`config.mk`:
```
export PLATFORM = sky130hd
export DESIGN_NAME = aud_ser_tx
export DESIGN_NICKNAME = d
export VERILOG_FILES = /design/src/rtl/aud_ser_pkg.sv /design/src/rtl/aud_ser_pin_sync.sv /design/src/rtl/aud_ser_frame_track.sv /design/src/rtl/aud_ser_shifter.sv /design/src/rtl/aud_ser_tx.sv
export SDC_FILE = /design/constraint.sdc
export NUM_CORES = 1
export LEC_CHECK = 0
export BUFFER_PORTS_ARGS = -buffer_cell sky130_fd_sc_hd__clkbuf_2
export CAP_MARGIN = 25
export CORE_ASPECT_RATIO = 0.5
export CORE_MARGIN = 8
export CORE_UTILIZATION = 53
export DETAILED_ROUTE_END_ITERATION = 10
export PLACE_DENSITY = 0.75
export SETUP_SLACK_MARGIN = 0.5
export SLEW_MARGIN = 20
export SYNTH_ARGS = -nofsm -noshare
export SYNTH_HDL_FRONTEND = slang
export SYNTH_HIERARCHICAL = 1
export SYNTH_SLANG_ARGS = --single-unit
```
`constraint.sdc`:
```
create_clock -name clk_i -period 3 [get_ports clk_i]
set_input_delay 0.3 -clock clk_i [delete_from_list [all_inputs] [get_ports clk_i]]
set_output_delay 0.3 -clock clk_i [all_outputs]
set_load 0.01 [all_outputs]
```
`src/rtl/aud_ser_pkg.sv`:
```
`timescale 1ns/1ps
package aud_ser_pkg;
  typedef enum logic {
    FMT_MSB_JUST = 1'b0,
    FMT_I2S      = 1'b1
  } fmt_e;

  // frame-clock level that marks the left channel
  function automatic logic left_level(fmt_e f);
    return (f == FMT_MSB_JUST);
  endfunction
endpackage

```
`src/rtl/aud_ser_pin_sync.sv`:
```
`timescale 1ns/1ps
module aud_ser_pin_sync #(
  parameter int STAGES = 2
) (
  input  logic clk_i,
  input  logic rst_ni,
  input  logic bclk_i,
  input  logic lrclk_i,
  output logic fall_o,
  output logic lr_o
);
  logic [STAGES-1:0] b_sync, l_sync;
  logic              b_last;

  always_ff @(posedge clk_i or negedge rst_ni) begin
    if (!rst_ni) begin
      b_sync <= '0;
      l_sync <= '0;
      b_last <= 1'b0;
    end else begin
      b_sync <= {b_sync[STAGES-2:0], bclk_i};
      l_sync <= {l_sync[STAGES-2:0], lrclk_i};
      b_last <= b_sync[STAGES-1];
    end
  end

  assign fall_o = b_last & ~b_sync[STAGES-1];
  assign lr_o   = l_sync[STAGES-1];
endmodule

```
`src/rtl/aud_ser_frame_track.sv`:
```
`timescale 1ns/1ps
module aud_ser_frame_track
  import aud_ser_pkg::*;
#(
  parameter int MAX_BPF      = 256,
  parameter int WIDE_MIN_BPF = 48,
  parameter int CNT_W        = $clog2(MAX_BPF + 1),
  parameter int POS_W        = $clog2(MAX_BPF)
) (
  input  logic             clk_i,
  input  logic             rst_ni,
  input  fmt_e             fmt_i,
  input  logic             fall_i,
  input  logic             lr_i,
  output logic             frame_start_o,
  output logic             is_left_o,
  output logic [POS_W-1:0] pos_o,
  output logic             wl_now_o,
  output logic             wl_q_o,
  output logic [CNT_W-1:0] cnt_o
);
  logic             lr_prev_q;
  logic [POS_W-1:0] pos_q, pos_now;
  logic [CNT_W-1:0] cnt_q;
  logic             wl_q, wl_now;
  logic             half_start;

  assign is_left_o     = (lr_i == left_level(fmt_i));
  assign half_start    = fall_i && (lr_i != lr_prev_q);
  assign frame_start_o = half_start && is_left_o;

  always_comb begin
    if (half_start)       pos_now = '0;
    else if (pos_q == '1) pos_now = pos_q;
    else                  pos_now = pos_q + 1'b1;
  end

  // length measured over the frame that just ended applies from this edge
  assign wl_now = frame_start_o ? (cnt_q >= CNT_W'(WIDE_MIN_BPF)) : wl_q;

  always_ff @(posedge clk_i or negedge rst_ni) begin
    if (!rst_ni) begin
      lr_prev_q <= 1'b0;
      pos_q     <= '0;
      cnt_q     <= '0;
      wl_q      <= 1'b0;
    end else if (fall_i) begin
      lr_prev_q <= lr_i;
      pos_q     <= pos_now;
      wl_q      <= wl_now;
      if (frame_start_o)                  cnt_q <= CNT_W'(1);
      else if (cnt_q != CNT_W'(MAX_BPF))  cnt_q <= cnt_q + 1'b1;
    end
  end

  assign pos_o    = pos_now;
  assign wl_now_o = wl_now;
  assign wl_q_o   = wl_q;
  assign cnt_o    = cnt_q;
endmodule

```
`src/rtl/aud_ser_shifter.sv`:
```
`timescale 1ns/1ps
module aud_ser_shifter
  import aud_ser_pkg::*;
#(
  parameter int SAMPLE_W = 24,
  parameter int NARROW_W = 16,
  parameter int POS_W    = 8
) (
  input  logic                clk_i,
  input  logic                rst_ni,
  input  fmt_e                fmt_i,
  input  logic                fall_i,
  input  logic                frame_start_i,
  input  logic                is_left_i,
  input  logic [POS_W-1:0]    pos_i,
  input  logic                wl_i,
  input  logic                valid_i,
  input  logic [SAMPLE_W-1:0] left_i,
  input  logic [SAMPLE_W-1:0] right_i,
  output logic                sdata_o,
  output logic [SAMPLE_W-1:0] act_l_o,
  output logic [SAMPLE_W-1:0] act_r_o
);
  localparam int LEN_W = POS_W + 1;

  logic [SAMPLE_W-1:0] hold_l, hold_r, act_l, act_r, word;
  logic [LEN_W-1:0]    len;
  logic                mj_bit, mj_q;

  // on the frame-start edge the pair being copied is already the one to send
  assign word = is_left_i ? (frame_start_i ? hold_l : act_l) : act_r;
  assign len  = wl_i ? LEN_W'(SAMPLE_W) : LEN_W'(NARROW_W);

  always_comb begin
    mj_bit = 1'b0;
    if ({1'b0, pos_i} < len) begin
      for (int i = 0; i < SAMPLE_W; i++) begin
        if (POS_W'(i) == pos_i) mj_bit = word[SAMPLE_W-1-i];
      end
    end
  end

  always_ff @(posedge clk_i or negedge rst_ni) begin
    if (!rst_ni) begin
      hold_l  <= '0;
      hold_r  <= '0;
      act_l   <= '0;
      act_r   <= '0;
      mj_q    <= 1'b0;
      sdata_o <= 1'b0;
    end else begin
      if (valid_i) begin
        hold_l <= left_i;
        hold_r <= right_i;
      end
      if (frame_start_i) begin
        act_l <= hold_l;
        act_r <= hold_r;
      end
      if (fall_i) begin
        mj_q    <= mj_bit;
        sdata_o <= (fmt_i == FMT_I2S) ? mj_q : mj_bit;
      end
    end
  end

  assign act_l_o = act_l;
  assign act_r_o = act_r;
endmodule

```
`src/rtl/aud_ser_tx.sv`:
```
`timescale 1ns/1ps
module aud_ser_tx
  import aud_ser_pkg::*;
#(
  parameter int SAMPLE_W     = 24,
  parameter int NARROW_W     = 16,
  parameter int WIDE_MIN_BPF = 48,
  parameter int MAX_BPF      = 256,
  parameter int SYNC_STAGES  = 2
) (
  input  logic                clk_i,
  input  logic                rst_ni,
  input  logic                fmt_i,
  input  logic                bclk_i,
  input  logic                lrclk_i,
  input  logic                valid_i,
  input  logic [SAMPLE_W-1:0] left_i,
  input  logic [SAMPLE_W-1:0] right_i,
  output logic                sdata_o
);
  localparam int CNT_W = $clog2(MAX_BPF + 1);
  localparam int POS_W = $clog2(MAX_BPF);

  fmt_e                fmt;
  logic                fall, lr_s, frame_start, is_left, wl_now, wl_q;
  logic [POS_W-1:0]    pos;
  logic [CNT_W-1:0]    cnt;
  logic [SAMPLE_W-1:0] act_l, act_r;

  assign fmt = fmt_e'(fmt_i);

  aud_ser_pin_sync #(.STAGES(SYNC_STAGES)) u_sync (
    .clk_i   (clk_i),
    .rst_ni  (rst_ni),
    .bclk_i  (bclk_i),
    .lrclk_i (lrclk_i),
    .fall_o  (fall),
    .lr_o    (lr_s)
  );

  aud_ser_frame_track #(
    .MAX_BPF      (MAX_BPF),
    .WIDE_MIN_BPF (WIDE_MIN_BPF),
    .CNT_W        (CNT_W),
    .POS_W        (POS_W)
  ) u_track (
    .clk_i         (clk_i),
    .rst_ni        (rst_ni),
    .fmt_i         (fmt),
    .fall_i        (fall),
    .lr_i          (lr_s),
    .frame_start_o (frame_start),
    .is_left_o     (is_left),
    .pos_o         (pos),
    .wl_now_o      (wl_now),
    .wl_q_o        (wl_q),
    .cnt_o         (cnt)
  );

  aud_ser_shifter #(
    .SAMPLE_W (SAMPLE_W),
    .NARROW_W (NARROW_W),
    .POS_W    (POS_W)
  ) u_shift (
    .clk_i         (clk_i),
    .rst_ni        (rst_ni),
    .fmt_i         (fmt),
    .fall_i        (fall),
    .frame_start_i (frame_start),
    .is_left_i     (is_left),
    .pos_i         (pos),
    .wl_i          (wl_now),
    .valid_i       (valid_i),
    .left_i        (left_i),
    .right_i       (right_i),
    .sdata_o       (sdata_o),
    .act_l_o       (act_l),
    .act_r_o       (act_r)
  );
endmodule

```
==> qor.yml, run 1 <==
status: "finished, violations left"
violations: "negative hold slack"
cp.arrival_ns: 3.23
cts_buffers: 17
num_vias: 4121
ys_seq_area_share_pct: 52.5
hpwl_mm: 8.69
power_density_mw_per_mm2: 751
cts.path.max_buffers: 2
finalCritPeriodShare_pct: 96.3
rsz0062_at_grt: "yes"
whs_ns: -0.0126
netlist_top_cells_area: "dfrtp_1 (53%), mux2_2 (19%), mux2i_1 (2.6%), a21oi_1 (1.7%), mux4_2 (1.5%)"
cts_tree: "done"
h-tree-depth: 4
grt_max_degree: 65
synth_area_mm2: 0.00581
timing.max_cap.violations: 0
utilization_pct: 68.6
port-buffer-count: 54
synth_top_flop_cell: "dfrtp_1"
ys_top_cells_by_count: "dfrtp_1 (122), mux2_2 (98), a21oi_1 (20), inv_1 (15), mux2i_1 (15)"
tightestPinTransition_ns: 0.837
synth_most_common_cell: "dfrtp_1"
setup-tns-final_ns: 0
avgSynthCellArea_um2: 12.7
synth_top_area_share_pct: 52.5
yosysWarnings: 6
crit_path_end_kind: "flop"
met3_usage_pct: 3.91
start_util_pct: 53.6
p_seq_share_pct: 40.6
dieArea_mm2: 0.0148
io_pins: 55
firstDrtPassIters: 5
ys_types: 63
slew_headroom_pct: 44.2
leakagePower_nw: 3.23
drive_gt1_share_pct: 50.6
fillers: 747
gp_congestion: 0.887
p_sw_share_pct: 29.4
row_count: 27
finalHoldViolCount: 8
die_x_um: 164
p_switching_mw: 1.64
core_region_area_mm2: 0.0108
drc_errors: 0
hp-class: "input port to async pin"
root_buffer: "clkbuf_16"
globalRoute.totalOverflow: 0
synth-edff-count: 0
peakVddDrop_mv: 0.446
critical_path_required_ns: 3.35
p_int_mw: 3.94
routed_via_density: 5.76
drt_iter0_drc: 227
grt_util_met2_pct: 29.9
power_frac_comb_pct: 25.4
die-height_um: 90.1
finalMaxSlewViolations: 0
clock-sinks: 122
critPathKind: "flop to flop"
fin_nets: 616
ys_ff_latch: 122
grt_pass1_wl_mm: 22.7
cp-start-kind: "flop"
yosys.area.top_type: "dfrtp_1"
grt.busiest_layer: "met2"
synthCells: 459
clock_power_share_pct: 34.0
syn_nets: 516
async_flop_share_pct: 100
antenna_found_initial: 0
diodes: 0
crit_fanout: 6
finalCriticalPeriod_ns: 2.89
use_met1_pct: 25.6
routedWlPerCell_um: 18.9
timing.fmax_mhz: 346
setup_viol: 0
skew_ns: 0.00405
clock_latency_ns: 0.41
grt_pass1_vias: 4414
antenna_left: 0
area_growth_pct: 28.0
gr-usage-all-layers_pct: 19.3
cts.clk_slew.worst_paths_ns: 0.06
wl_mm: 13.5
-- through the flow --
step | setup slack (ns) | hold slack [ns] | total power, mW | instances | instance area, µm²
final | 0.111 | -0.0126 | 5.58 | 716 | 7440
after global routing | 0.00639 | 0.0532 | 5.85 | 716 | 7440
after CTS | 0.210 | 0.0142 | 5.54 | 710 | 7310
after detailed placement | 0.0146 | 0.336 | 3.51 | 662 | 6430
after global placement | 0.0937 | 0.336 | 3.46 | 662 | 6430
after floorplan | 0.181 | 0.00441 | 3.11 | 459 | 5870
-- layer usage --
metal | up-vias | wire length, µm
met5 | - | 0
met4 | 0 | 304
met3 | 28 | 533
met2 | 89 | 6520
met1 | 2105 | 6170
li1 | 1899 | -
-- path summary, 6_finish.rpt --
| kind | startpoint | to | slack, ns | cells past startpoint |
|---|---|---|---|---|
| min in group clk_i | left_i[11] | u_shift/hold_l[11]$_DFFE_PN0P_ | 0.12 | 2 |
| setup reg to reg | u_track/pos_q[0]$_DFFE_PN0P_ | u_shift/mj_q$_DFFE_PN0P_ | 0.11 | 12 |
| max in group asynchronous | rst_ni | u_sync/b_sync[0]$_DFF_PN0_ | 2.23 | 2 |
| hold reg to reg | u_sync/l_sync[0]$_DFF_PN0_ | u_sync/l_sync[1]$_DFF_PN0_ | 0.35 | 0 |
| setup / recovery | u_track/pos_q[0]$_DFFE_PN0P_ | u_shift/mj_q$_DFFE_PN0P_ | 0.11 | 12 |
| hold / removal | rst_ni | u_shift/act_r_o[3]$_DFFE_PN0P_ | -0.01 | 1 |
-- logic make-up (layout without fill, tap and decap cells) --
kind of cell / Yosys count / count (layout) / share of synthesized area [%]
buf+inv: 41 / 153 / 3.53
simple gates: 94 / 94 / 9.71
xor+xnor: 4 / 4 / 0.603
compound gates: 76 / 76 / 9.17
mux: 119 / 119 / 23.8
flops: 122 / 122 / 52.5
fa+ha+maj: 3 / 3 / 0.646
-- power groups by stage --
| stage | Combinational (mW) | Sequential, mW | Clock (mW) |
|---|---|---|---|
| after floorplan | 0.910 | 2.20 | 0 |
| after CTS | 1.35 | 2.27 | 1.92 |
| after global placement | 1.20 | 2.26 | 0 |
| after detailed placement | 1.23 | 2.28 | 0 |
| after global routing | 1.54 | 2.32 | 2.00 |
| final | 1.42 | 2.27 | 1.90 |
-- flip-flops by register name, summed over array words and instances, names as in the netlist, 2 cells and up --
register,cells
u_shift/act_r_o,24
u_shift/hold_r,24
u_shift/act_l_o,24
u_track/cnt_o,9
u_track/pos_q,8
u_shift/hold_l,24
u_sync/b_sync,2
u_sync/l_sync,2
-- worst max-delay path: stages (launching register included) --
cell and delay, ns:
dfrtp_1 0.36, buf_4 0.17, nand3_1 0.19, or3_1 0.37
a31oi_2 0.29, nor3_1 0.08, buf_4 0.16, and3_2 0.23
o31ai_2 0.09, o41ai_2 0.15, buf_4 0.17, o41ai_4 0.39
a22o_1 0.18
-- cells in the final DEF (no fill, tap or decap), drive strengths merged, types with 10 or more instances in the layout --
cell | Yosys | final
dfrtp | 122 | 122
mux2 | 99 | 99
clkbuf | 6 | 73
buf | 19 | 50
a21oi | 20 | 20
inv | 15 | 16
mux2i | 15 | 15
nor3 | 14 | 14
nand3 | 13 | 13
nand2 | 13 | 13
o21ai | 11 | 11
nor2 | 11 | 11
or3 | 10 | 10
-- layout make-up --
cell class / instances / area, µm² / share of cell area [%]
flip-flops and latches: 122 / 3060 / 41.1
well taps: 145 / 181 / 2.44
repair buffers: 106 / 762 / 10.2
inverters: 16 / 61.3 / 0.824
multi-input cells: 296 / 2820 / 37.9
clock buffers: 20 / 457 / 6.14
clock inverters: 11 / 97.6 / 1.31
-- what timing repair did --
action / in CTS / in global routing
hold buffers: 2 / 0
gates resized for setup: 38 / 16
cloned: 1 / 0
setup endpoints to repair: 2 / 2
setup buffers: 14 / 6
pin swaps: 14 / 11
endpoints found under the hold margin: 2 / 0
Note: power is estimated with default switching activity, not from simulation.
==> inputs of run 2 (changes only) <==
--- a/config.mk
+++ b/config.mk
@@ -9,11 +9,9 @@
 export CAP_MARGIN = 25
 export CORE_ASPECT_RATIO = 0.5
 export CORE_MARGIN = 8
-export CORE_UTILIZATION = 53
+export CORE_UTILIZATION = 40
 export DETAILED_ROUTE_END_ITERATION = 10
-export PLACE_DENSITY = 0.75
 export SETUP_SLACK_MARGIN = 0.5
-export SLEW_MARGIN = 20
 export SYNTH_ARGS = -nofsm -noshare
 export SYNTH_HDL_FRONTEND = slang
 export SYNTH_HIERARCHICAL = 1
==> qor.yml, run 2 (synthesis results as in run 1) <==
min_from: "right_i[11]"
timing.fmax_mhz: 343  # was 346 MHz
routed_via_density: 5.23  # was 5.76
crit_path_end_kind: "flop"  # unchanged
drt_iter0_drc: 309  # was 227
rsz0062_at_grt: "yes"  # unchanged
peakVddDrop_mv: 0.419  # was 0.446 mV
hp-class: "input port to flop"  # was input port to async pin
tightestPinTransition_ns: 0.617  # was 0.837 ns
utilization_pct: 52.5  # was 68.6%
start_util_pct: 40.5  # was 53.6%
cts_buffers: 17  # unchanged
root_buffer: "clkbuf_16"  # unchanged
diodes: 0  # unchanged
io_pins: 55  # unchanged
leakagePower_nw: 3.27  # was 3.23 nW
grt_max_degree: 56  # was 65
finalHoldViolCount: 0  # was 8
core_region_area_mm2: 0.0144  # was 0.0108 mm²
whs_ns: 0.116  # was -0.0126 ns
routedWlPerCell_um: 16.7  # was 18.9 µm
grt_pass1_wl_mm: 21.5  # was 22.7 mm
clock-sinks: 122  # unchanged
grt_pass1_vias: 4127  # was 4,414
crit_fanout: 10  # was 6
cts.clk_slew.worst_paths_ns: 0.06  # about the same
firstDrtPassIters: 4  # was 5
h-tree-depth: 4  # unchanged
finalCritPeriodShare_pct: 97.1  # was 96.3%
setup_viol: 0  # unchanged
finalMaxSlewViolations: 0  # unchanged
skew_ns: 0.00990  # was 0.00405 ns
gr-usage-all-layers_pct: 14.2  # was 19.3%
power_density_mw_per_mm2: 736  # was 751 mW/mm²
fillers: 1254  # was 747
fin_ws_ns: 0.0862  # was 0.111 ns
status: "complete, no violations"  # was finished, violations left
cp.arrival_ns: 3.20  # was 3.23 ns
critical_path_required_ns: 3.29  # was 3.35 ns
fin_nets: 619  # was 616
port-buffer-count: 54  # unchanged
layout_common_cells: "dfrtp_1 (121), mux2_2 (95), clkbuf_2 (53)"  # was dfrtp_1 (119), mux2_2 (98), clkbuf_2 (53)
cp-start-kind: "flop"  # unchanged
area_growth_pct: 29.6  # was 28.0%
num_vias: 4039  # was 4,121
antenna_left: 0  # unchanged
register_area_mm2: 0.00305  # was 0.00306 mm²
wl_mm: 12.9  # was 13.5 mm
gp_congestion: 0.887  # about the same
fin_cells: 773  # was 716
antenna_found_initial: 0  # unchanged
cp-startpoint: "u_track/pos_q[1]$_DFFE_PN0P_"  # was u_track/pos_q[0]$_DFFE_PN0P_
die-height_um: 101  # was 90.1 µm
drive_gt1_share_pct: 49.2  # was 50.6%
critPathKind: "flop to flop"  # unchanged
finalCriticalPeriod_ns: 2.91  # was 2.89 ns
slew_headroom_pct: 58.9  # was 44.2%
dpl_worst_slack_ns: 0.0534  # was 0.0146 ns
multi_input_area_mm2: 0.00275  # was 0.00282 mm²
reg2reg_slack_ns: 0.09  # was 0.11 ns
hpwl_mm: 8.69  # about the same
dieArea_mm2: 0.0189  # was 0.0148 mm²
final_common_cell: "dfrtp_1"  # unchanged
die_x_um: 186  # was 164 µm
timing.rr.start: "u_track/pos_q[1]$_DFFE_PN0P_"  # was u_track/pos_q[0]$_DFFE_PN0P_
clock_latency_ns: 0.41  # about the same
drc_errors: 0  # unchanged
cts.path.max_buffers: 2  # unchanged
globalRoute.totalOverflow: 0  # unchanged
dp_cells: 719  # was 662
total_power_mw: 5.54  # was 5.58 mW
row_count: 31  # was 27
cts_tree: "done"  # unchanged
timing.max_cap.violations: 0  # unchanged
[run 2: cell types whose count changed in the layout (fill, tap and decap cells not counted), moves of 3 or more]
cell and change:
mux2_4 +3, clkinv_2 -3, mux2_2 -3, buf_12 +3
[run 2: path summary, 6_finish.rpt]
kind | to | depth (start not counted)
min in group asynchronous | u_shift/hold_r[0]$_DFFE_PN0P_ | 2
worst max register to register | u_shift/mj_q$_DFFE_PN0P_ | 14
max in group asynchronous | u_track/pos_q[6]$_DFFE_PN0P_ | 3
worst max-delay path | u_shift/mj_q$_DFFE_PN0P_ | 14
worst min register to register | u_sync/b_sync[1]$_DFF_PN0_ | 0
worst min-delay path | u_shift/hold_r[11]$_DFFE_PN0P_ | 2
[run 2: timing repair]
item,in CTS,in global routing
setup endpoints to repair,2,2
pin swaps,4,6
resized for setup,22,17
buffers inserted,10,6
endpoints found under the hold margin,29,0
hold buffers,3,0
gates cloned,2,1
[run 2: per-layer routing]
metal	global-route usage [%]	vias up	wire [µm]
li1	-	1920	-
met1	20.5	2028	6750
met2	19.8	71	5570
met3	3.47	20	429
met4	6.12	0	191
met5	0	-	0
[run 2: final cells by class]
type                            instances  area share (%)
Sequential cell                       122            40.5
Multi-Input combinational cell        296            36.5
Timing Repair Buffer                  109            11.3
Clock buffer                           21            6.38
Tap cell                              198            3.29
Clock inverter                         11            1.18
Inverter                               16           0.814
[run 2: worst max-delay path, stage by stage, from the launching register on]
cell and delay (ns):
dfrtp_1 0.35, ha_2 0.21, nand4_1 0.17, buf_4 0.20
nor3_4 0.19, nor3_4 0.08, buf_4 0.16, clkbuf_16 0.16
or3_4 0.37, o311a_1 0.13, o21bai_1 0.14, o211ai_1 0.13
a31oi_2 0.20, o41ai_4 0.09, a22o_1 0.20
[run 2: report_power, final]
part / switching (mW) / internal (mW)
clock: 0.755 / 1.15
sequential: 0.225 / 2.02
combinational: 0.646 / 0.744
total: 1.63 / 3.92
[run 2: per-stage QoR]
step                TNS, ns  cell area (µm²)
floorplan                 0             5870
detailed placement        0             6540
finish                    0             7540
global placement          0             6540
global route         -0.182             7540
CTS                       0             7380
